===== src/rtl/ccd_sweep_gen.sv =====
module ccd_sweep_gen #(
  parameter int H_W        = 11,
  parameter int L_W        = 10,
  parameter int NORM_W     = 6,
  parameter int STAGES     = 780,
  parameter int CELL       = 24,
  parameter int HALF       = 12,
  parameter int FIRST_H    = 2,
  parameter int START_LINE = 520
) (
  input  logic              clk,
  input  logic              rst_n,
  input  logic [H_W-1:0]    h_cnt,
  input  logic [L_W-1:0]    line_num,
  input  logic              sweep_req,
  input  logic [NORM_W-1:0] vclk_in,
  output logic [NORM_W-1:0] vclk_out,
  output logic [1:0]        sweep_ph,
  output logic              busy,
  output logic              done
);
  localparam int O_W = $clog2(CELL);
  localparam int S_W = $clog2(STAGES + 1);
  localparam logic [O_W-1:0] LAST_OFF = O_W'(CELL - 1);
  localparam logic [S_W-1:0] LAST_STG = S_W'(STAGES - 1);

  logic           pend, run, done_r;
  logic [O_W-1:0] off;
  logic [S_W-1:0] stg;
  logic           at_start;

  assign at_start = (line_num == L_W'(START_LINE)) && (h_cnt == H_W'(FIRST_H));

  always_ff @(posedge clk or negedge rst_n) begin
    if (!rst_n) begin
      pend   <= 1'b0;
      run    <= 1'b0;
      done_r <= 1'b0;
      off    <= '0;
      stg    <= '0;
    end else begin
      done_r <= 1'b0;
      if (!pend && !run && sweep_req)
        pend <= 1'b1;
      if (run) begin
        if (off == LAST_OFF) begin
          off <= '0;
          if (stg == LAST_STG) begin
            run    <= 1'b0;
            stg    <= '0;
            done_r <= 1'b1;
          end else begin
            stg <= stg + 1'b1;
          end
        end else begin
          off <= off + 1'b1;
        end
      end else if (pend && at_start) begin
        run  <= 1'b1;
        pend <= 1'b0;
        off  <= '0;
        stg  <= '0;
      end
    end
  end

  assign sweep_ph[0] = run && (off <  O_W'(HALF));
  assign sweep_ph[1] = run && (off >= O_W'(HALF));
  assign busy        = run;
  assign done        = done_r;
  assign vclk_out    = run ? '0 : vclk_in;
endmodule


===== config.mk =====
export PLATFORM = sky130hd
export DESIGN_NAME = ccd_sweep_gen
export DESIGN_NICKNAME = d
export VERILOG_FILES = /design/src/rtl/ccd_sweep_gen.sv
export SDC_FILE = /design/constraint.sdc
export NUM_CORES = 1
export LEC_CHECK = 0
export BUFFER_PORTS_ARGS = -buffer_cell sky130_fd_sc_hd__buf_2
export CORE_ASPECT_RATIO = 1.5
export CORE_MARGIN = 3
export CORE_UTILIZATION = 23
export CTS_BUF_LIST = sky130_fd_sc_hd__clkbuf_4 sky130_fd_sc_hd__clkbuf_8
export CTS_CLUSTER_DIAMETER = 80
export DETAILED_ROUTE_END_ITERATION = 12
export SLEW_MARGIN = 20
export SYNTH_ARGS = -nofsm -noshare
export SYNTH_HDL_FRONTEND = slang
export SYNTH_SLANG_ARGS = --single-unit

===== constraint.sdc =====
create_clock -name clk -period 1.9 [get_ports clk]
set_input_delay 0.095 -clock clk [delete_from_list [all_inputs] [get_ports clk]]
set_output_delay 0.095 -clock clk [all_outputs]
set_load 0.1 [all_outputs]

== Yosys cells after proc, flatten, opt, wreduce, memory -nomap -nowiden ==
Index checks and enable logic that the tools add are counted.

* Reductions and logical operators: 10
* Equal/unequal tests: 5
* Magnitude comparators: 2
* $add $sub $neg: 2
* Muxes and demuxes: 18

{| class="wikitable"
|+ Operators by type and width
! cell !! count
|-
| $mux 10 || 4
|-
| $eq 10x10->1 const B || 2
|-
| $mux 5 || 3
|-
| $eq 11x2->1 const B || 1
|-
| $add 10x1->10 const B || 1
|-
| $mux 1 || 10
|-
| $logic_and 1x1->1 || 6
|-
| $mux 6 || 1
|-
| $add 5x1->5 const B || 1
|-
| $eq 5x5->1 const B || 1
|-
| $ge 5x4->1 const B || 1
|-
| $lt 5x4->1 const B || 1
|-
| $logic_not 1->1 || 2
|-
| $ne 2x1->1 const B || 1
|-
| $reduce_and 2->1 || 1
|-
| $reduce_bool 2->1 || 1
|}

* Output and inout port bits: 10
* Register bits after elaboration: 18
* Input bits: 30

== Depth between registers and ports, before layout ==
Gate-level depths: netlist of run 1.

* Depth in word-level cells: 6
* Gate-level depth with buffers: 5
* Gate-level depth less buffers: 5

== Worst setup path before layout of run 1 ==
OpenSTA, ideal clock, no wires.

* Path kind: flip-flop to flip-flop
* Start point: register run (netlist: busy)
* End point: register off[4]
* Data required time: 1819 ps
* Arrival: 2843 ps
* Setup slack: -1024 ps
* Library setup time: 81 ps
* Stages on the path, launching flop included: 5
* Cells stage by stage: dfrtp_1 -> inv_1 -> nor2_1 -> a21oi_1 -> a21oi_1

* Cells in the longest elaborated chain, start to end: 1
* Elaborated cells on any way between the ends: 2

{| class="wikitable"
|+ RTL lines
! what !! RTL line !! RTL
|-
| from (decl) || 27 || <nowiki>logic pend, run, done_r;</nowiki>
|-
| from (signal assigned) || 37 || <nowiki>run <= 1'b0;</nowiki>
|-
| from (signal assigned) || 49 || <nowiki>run <= 1'b0;</nowiki>
|-
| from (signal assigned) || 59 || <nowiki>run <= 1'b1;</nowiki>
|-
| $mux 5 or $reduce_bool 2->1 (tied branches) || -- ||
|-
| to (signal assigned) || 56 || <nowiki>off <= off + 1'b1;</nowiki>
|-
| to (decl) || 28 || <nowiki>logic [O_W-1:0] off;</nowiki>
|}

Several ways; a longest one is shown, not always the timed one.
A chain may end at the register's enable or synchronous reset.

== Final worst setup path of run 1 ==
* Start point: register off[3]
* End point: output sweep_ph[0]

* Cells in the longest elaborated chain, start to end: 2

{| class="wikitable"
|+ RTL lines
! what !! RTL line !! RTL
|-
| $lt 5x4->1 || 67 || <nowiki>assign sweep_ph[0] = run && (off < O_W'(HALF));</nowiki>
|-
| $logic_and 1x1->1 || 67 ||
|-
| to (decl) || 18 || <nowiki>output logic [1:0] sweep_ph,</nowiki>
|}

Every way passes these cells.

==> results of run 1 <==
critical path, cell delays in order (launching register included):
cell	delay (ns)
dfrtp_1	0.46
a21oi_1	0.30
and2_2	0.19
buf_2	0.41
through the flow:
stage,instance area (sq um),std cells,power [mW],utilization
2_1_floorplan,1129,120,0.3972,-
3_3_place_gp,1415,224,0.4352,0.3090
3_5_place_dp,1415,224,0.4361,0.3090
4_1_cts,1474,229,0.7336,0.3219
5_1_grt,1474,229,0.7528,0.3219
6_report,1474,229,0.7254,0.3219
power groups by stage:
| stage | clock (mW) | sequential, mW | combinational (mW) |
|---|---|---|---|
| 2_1_floorplan | 0 | 0.390 | 0.00679 |
| 3_3_place_gp | 0 | 0.390 | 0.0449 |
| 3_5_place_dp | 0 | 0.390 | 0.0458 |
| 4_1_cts | 0.303 | 0.383 | 0.0475 |
| 5_1_grt | 0.318 | 0.383 | 0.0518 |
| 6_report | 0.296 | 0.383 | 0.0462 |
state kept, by name, summed over array words and instances, names as in the netlist:
signal,count
stg,10
off,5
busy,1
done,1
pend,1
layout by cell type, fill, tap and decap left out, types with 5 or more instances in the layout:
master | Yosys | final
o21ai_0 | 9 | 9
a21oi_1 | 5 | 5
dfrtp_1 | 18 | 17
nor2b_2 | 0 | 6
nand2_1 | 7 | 7
inv_1 | 12 | 12
buf_2 | 0 | 39
nand3_1 | 8 | 8
nor2_1 | 7 | 6
worst max path at each step:
stage	from	to	slack, ns
after global placement	off[1]$_DFFE_PN0P_	stg[7]$_DFFE_PN0P_	0.25
after detailed placement	off[0]$_DFFE_PN0P_	stg[4]$_DFFE_PN0P_	0.22
final	off[3]$_DFFE_PN0P_	sweep_ph[0]	0.19
after CTS	off[3]$_DFFE_PN0P_	sweep_ph[0]	0.17
after floorplan	busy$_DFF_PN0_	vclk_out[0]	0.04
after global routing	off[1]$_DFFE_PN0P_	stg[3]$_DFFE_PN0P_	0.01
layer usage:
layer,track usage,share of wire,vias to the layer above
li1,-,-,537
met1,0.1224,0.42,492
met2,0.1719,0.49,46
met3,0.01743,0.069,7
met4,0.05157,0.021,0
met5,0,0,-
what timing repair did:
item | 4_1_cts | 5_1_grt
endpoints found under the hold margin | 18 | 0
hold buffers | 1 | 0
endpoints found under the setup margin | 0 | 0
cell type report:
| cell class | count | area, sq um |
|---|---|---|
| multi-input cells | 89 | 628.1 |
| inverters | 12 | 45.04 |
| clock buffers | 4 | 48.80 |
| repair buffers | 42 | 220.2 |
| well taps | 64 | 80.08 |
| fillers | 503 | 3105 |
| flip-flops and latches | 18 | 451.7 |
logic make-up (layout without fill, tap and decap cells):
kind of cell	after synthesis	count (layout)	share of synthesized area
simple gates	55	55	0.3163
compound gates	29	29	0.1791
flops	18	18	0.4082
fa+ha+maj	3	3	0.03402
buf+inv	13	58	0.04421
mux	2	2	0.01814
==> summary.txt, run 1 <==
Critical path
  • Worst r2r dst: stg[4]$_DFFE_PN0P_
  • Critical path required time: 1.80 ns
  • Critical Path AT: 1.61 ns
  • Critical path fanouts, max: 7
  • R2R Setup Slk: 0.21 ns
  • Critical Path End Type: output port
  • Setup CP Type: flop to output port
  • Worst setup SP type: flop
  • Worst r2r src: off[0]$_DFFE_PN0P_
  • Cells on worst reg2reg path: 5

Route
  • DR vias/cell: 4.725
  • WL/cell: 11.84 um
  • Initial DRC Count: 25
  • DR vias: 1082
  • DR DRC count: 0
  • TritonRoute pass-1 iters: 4
  • WL final: 2.712 mm
  • Detail Route Antenna Nets: 0

Yosys
  • Synth top area cells: dfrtp_1 (41%), nor2b_1 (4.5%), o21ai_0 (4.1%)
  • Sequential share of the synthesized area: 0.4082
  • Synth Cell Area: 0.001104 sq mm
  • Prevailing post-synth register cell: dfrtp_1
  • Post-synth top area cell: dfrtp_1
  • EDFF count, synth: 0
  • Async SR Flop Fraction: 1.000
  • Syn nets: 153
  • Synth Warn #: 0
  • Top cell type's share of synthesized area: 0.4082
  • Most common cell in the netlist: dfrtp_1
  • Synth cell types: 36
  • Synth Area per Inst: 9.196 sq um
  • Synth Instances: 120
  • Top post-synthesis cells by count: dfrtp_1 (18), inv_1 (12), o21ai_0 (9), nand3_1 (8), nor2b_1 (8)
  • Flops & latches, synth: 18

CTS
  • CTS sink cnt: 18
  • Setup Fix Bufs, Post-CTS: 0
  • Clk root buf: clkbuf_8
  • Insertion delay to the later sink of the worst-skew pair: 0.25 ns
  • CTS Buf Count: 3
  • Max H-tree Level: 1
  • CTS tree: done
  • Max Root-Sink Buffers: 2
  • Worst-path clk slew: 0.07 ns
  • # resized after CTS: 0

Power
  • Sw Pwr: 151.6 uW
  • Internal power: 573.7 uW
  • Combinational Power Share: 0.064
  • Switching share of total power: 0.2090
  • Worst VDD drop: 0.2896 mV
  • Power per cell area: 492.1 mW/mm^2
  • Clock Power Share: 0.408
  • Seq pwr share: 0.528
  • Pleak: 0.6714 nW

Floorplanning
  • I/O pin cnt: 40
  • Die Y: 90.84 um
  • Core box area: 0.004579 sq mm
  • Initial Utilization: 0.2410
  • Cell Rows: 30
  • DIE AREA: 0.005682 sq mm
  • Die X: 62.56 um

STA
  • Hold Fails Final Rpt: 0
  • Final setup viols: 0
  • Skew final: 0.002883 ns
  • Final Cycle Share: 0.8991
  • Fmax: 585.4 MHz
  • Slew at the pin with the worst max-slew slack: 0.5310 ns
  • Tmin final: 1.708 ns
  • RSZ-0062 raised after global routing: no
  • Pins Over Slew Limit: 0
  • Setup tns final: 0 ns
  • Post-route setup slack: 0.1918 ns
  • Slew margin rel.: 0.6427
  • Final hold slack: 0.08574 ns

Flow run
  • Max-cap viol count: 0

Cells and area
  • Final #Nets: 199
  • Share of layout cells above drive strength 1: 0.3939
  • # diodes: 0
  • Layout area overhead: 33.56%

Hold path
  • Worst min-delay path startpoint: sweep_req
  • Hold Path End: pend$_DFF_PN0_
  • Hold Crit Class: input port to flop
  • Hold Path Cell Cnt: 3

Placement
  • Buffers on Ports: 39
  • Post-DP HPWL: 2.111 mm
  • Routability congestion estimate: 0.7740
  • Dpl ws: 0.2243 ns

Global routing
  • Largest net degree at the start of global routing: 19
  • Global Route Usage Sum: 0.1018
  • Vias in the first global route: 1096
  • Initial antenna violation count: 0
  • Wire length of the first global-routing pass: 4.774 mm
  • Grt ovf: 0

Run status
  • Status: finished, final reports clean
Note: power is estimated with default switching activity, not from simulation.
==> inputs of run 2 (changes only) <==
Settings changed: CORE_ASPECT_RATIO 1.5 to default.
==> run 2 against run 1 <==
Sequential power is essentially flat. First-iteration DRC count is 44% higher. Wire length shrank 6.4%. Sequential share of layout area up 0.18 points. Die area is 0.29% lower. Clock skew fell by 0.0012 ns. Total power rose by 2.9%. Maximum frequency rose by 1.1%. Clock power up 7.4%. Design area decreased by 0.59%. Combinational power down 1%. Global-route usage fell by 1.1 points.
==> summary.txt, run 2 (same netlist as run 1, synthesis figures left out) <==
Global routing
  • Grt ovf: 0 (unchanged)
  • Global Route Usage Sum: 0.09128 (-0.01052)
  • Largest net degree at the start of global routing: 19 (unchanged)
  • Wire length of the first global-routing pass: 4.043 mm (-15%)
  • Vias in the first global route: 861 (-21%)
  • Initial antenna violation count: 0 (unchanged)

STA
  • Slew at the pin with the worst max-slew slack: 0.4737 ns (-0.05731 ns)
  • Final Cycle Share: 0.8890 (-0.01012)
  • Pins Over Slew Limit: 0 (unchanged)
  • Fmax: 592.1 MHz (+1.1%)
  • Hold Fails Final Rpt: 0 (unchanged)
  • Skew final: 0.001714 ns (-0.001169 ns)
  • Final setup viols: 0 (unchanged)
  • Setup tns final: 0 ns (unchanged)
  • Slew margin rel.: 0.6809 (+0.03813)
  • RSZ-0062 raised after global routing: no
  • Tmin final: 1.689 ns (-0.01923 ns)

Flow run
  • Max-cap viol count: 0 (unchanged)

Floorplanning
  • Die X: 75.27 um (+20%)
  • Core box area: 0.004504 sq mm (-1.6%)
  • I/O pin cnt: 40 (unchanged)
  • DIE AREA: 0.005666 sq mm (-0.29%)
  • Cell Rows: 24 (-20%)
  • Initial Utilization: 0.2450 (+0.004016)
  • Die Y: 75.27 um (-17%)

Cells and area
  • # diodes: 0 (unchanged)
  • Post-Layout Cell Count: 217 (-5.2%)
  • Share of layout cells above drive strength 1: 0.3939 (unchanged)
  • Max FFs per register: 10 (unchanged)
  • Commonest cells after routing, fill and taps aside: buf_2 (39), dfrtp_1 (17), inv_1 (12)
  • Layout area overhead: 32.77%
  • Final #Nets: 199 (unchanged)
  • Most common cell after layout, fill and taps aside: buf_2
  • Top reg by flops: stg
  • Largest registers: stg (10), off (5)
  • Fin util: 0.3253 (+0.003420)

CTS
  • CTS Buf Count: 3 (unchanged)
  • Max Root-Sink Buffers: 2 (unchanged)
  • Insertion delay to the later sink of the worst-skew pair: 0.25 ns (about the same)
  • CTS tree: done
  • CTS sink cnt: 18 (unchanged)
  • Setup Fix Bufs, Post-CTS: 0 (unchanged)
  • Max H-tree Level: 1 (unchanged)
  • Clk root buf: clkbuf_8
  • Worst-path clk slew: 0.07 ns (about the same)

Route
  • WL/cell: 11.70 um (-1.2%)
  • DR vias: 1052 (-2.8%)
  • Detail Route Antenna Nets: 0 (unchanged)
  • Initial DRC Count: 36 (+44%)
  • WL final: 2.538 mm (-6.4%)
  • DR DRC count: 0 (unchanged)
  • TritonRoute pass-1 iters: 4 (unchanged)
  • DR vias/cell: 4.848 (+2.6%)

Placement
  • Placed insts: 212 (-5.4%)
  • Buffers on Ports: 39 (unchanged)
  • Post-DP HPWL: 1.999 mm (-5.3%)
  • Routability congestion estimate: 0.7165 (-7.4%)

Power
  • Pleak: 0.6740 nW (+0.39%)
  • Power per cell area: 509.2 mW/mm^2 (+3.5%)
  • Worst VDD drop: 0.2108 mV (-27%)

Hold path
  • Hold Crit Class: input port to flop

Critical path
  • Critical Path End Type: flop
  • Critical path fanouts, max: 10 (+3)
  • Setup CP Type: flop to flop
  • Critical Path AT: 1.81 ns (+0.20 ns)
  • Critical path required time: 2.02 ns (+0.22 ns)
  • Worst setup SP type: flop

Run status
  • Status: finished, final reports clean
-- run 2: cell counts in the layout (fill, tap and decap cells not counted) --
Identical to the previous run, type by type.
-- run 2: worst paths after layout --
check / startpoint / to / slack (ns) / cells after the start
min in group asynchronous: rst_n / stg[9]$_DFFE_PN0P_ / 0.30 / 2
min reg2reg: pend$_DFF_PN0_ / pend$_DFF_PN0_ / 0.50 / 2
min: sweep_req / pend$_DFF_PN0_ / 0.09 / 3
max in group asynchronous: rst_n / busy$_DFF_PN0_ / 1.29 / 2
max: off[1]$_DFFE_PN0P_ / stg[4]$_DFFE_PN0P_ / 0.21 / 5
max reg2reg: off[1]$_DFFE_PN0P_ / stg[4]$_DFFE_PN0P_ / 0.21 / 5
-- run 2: repair_timing --
action,in CTS,in global routing
hold buffers,1,0
gates resized for setup,0,0
endpoints found under the hold margin,18,0
-- run 2: power by group --
group	switching, mW	leakage, nW	internal, mW
Combinational	0.0182	0.417	0.0275
Clock	0.134	0.0288	0.184
Sequential	0	0.228	0.383
-- run 2: critical path, cell delays in order (launching register included) --
cell and delay (ns):
dfrtp_1 0.38, ha_1 0.22, nand3_2 0.15, o21a_1 0.23, o31ai_4 0.41, o221ai_1 0.17
-- run 2: layout make-up --
class | instances | area [sq um]
timing repair buffer | 42 | 220.2
tap | 52 | 65.06
fill | 478 | 3039
inverter | 12 | 45.04
sequential | 18 | 451.7
multi-input combinational | 89 | 628.1
clock buffer | 4 | 55.05
-- run 2: per-layer routing --
layer,vias to the layer above,track usage,part of all wire
li1,528,-,-
met1,486,0.1292,0.44
met2,36,0.1412,0.50
met3,2,0.01202,0.048
met4,0,0.03495,0.013
met5,-,0,0
-- run 2: through the flow --
| stage | power, mW | area (sq um) | setup slack (ns) | hold WS [ns] |
|---|---|---|---|---|
| detailed placement | 0.4357 | 1400 | 0.2114 | 0.05394 |
| floorplan | 0.3972 | 1129 | 0.03799 | -0.2006 |
| CTS | 0.7497 | 1465 | 0.1996 | 0.09546 |
| global placement | 0.4350 | 1400 | 0.2599 | 0.05566 |
| finish | 0.7461 | 1465 | 0.2110 | 0.08532 |
| global route | 0.7776 | 1465 | 0.03494 | 0.1267 |
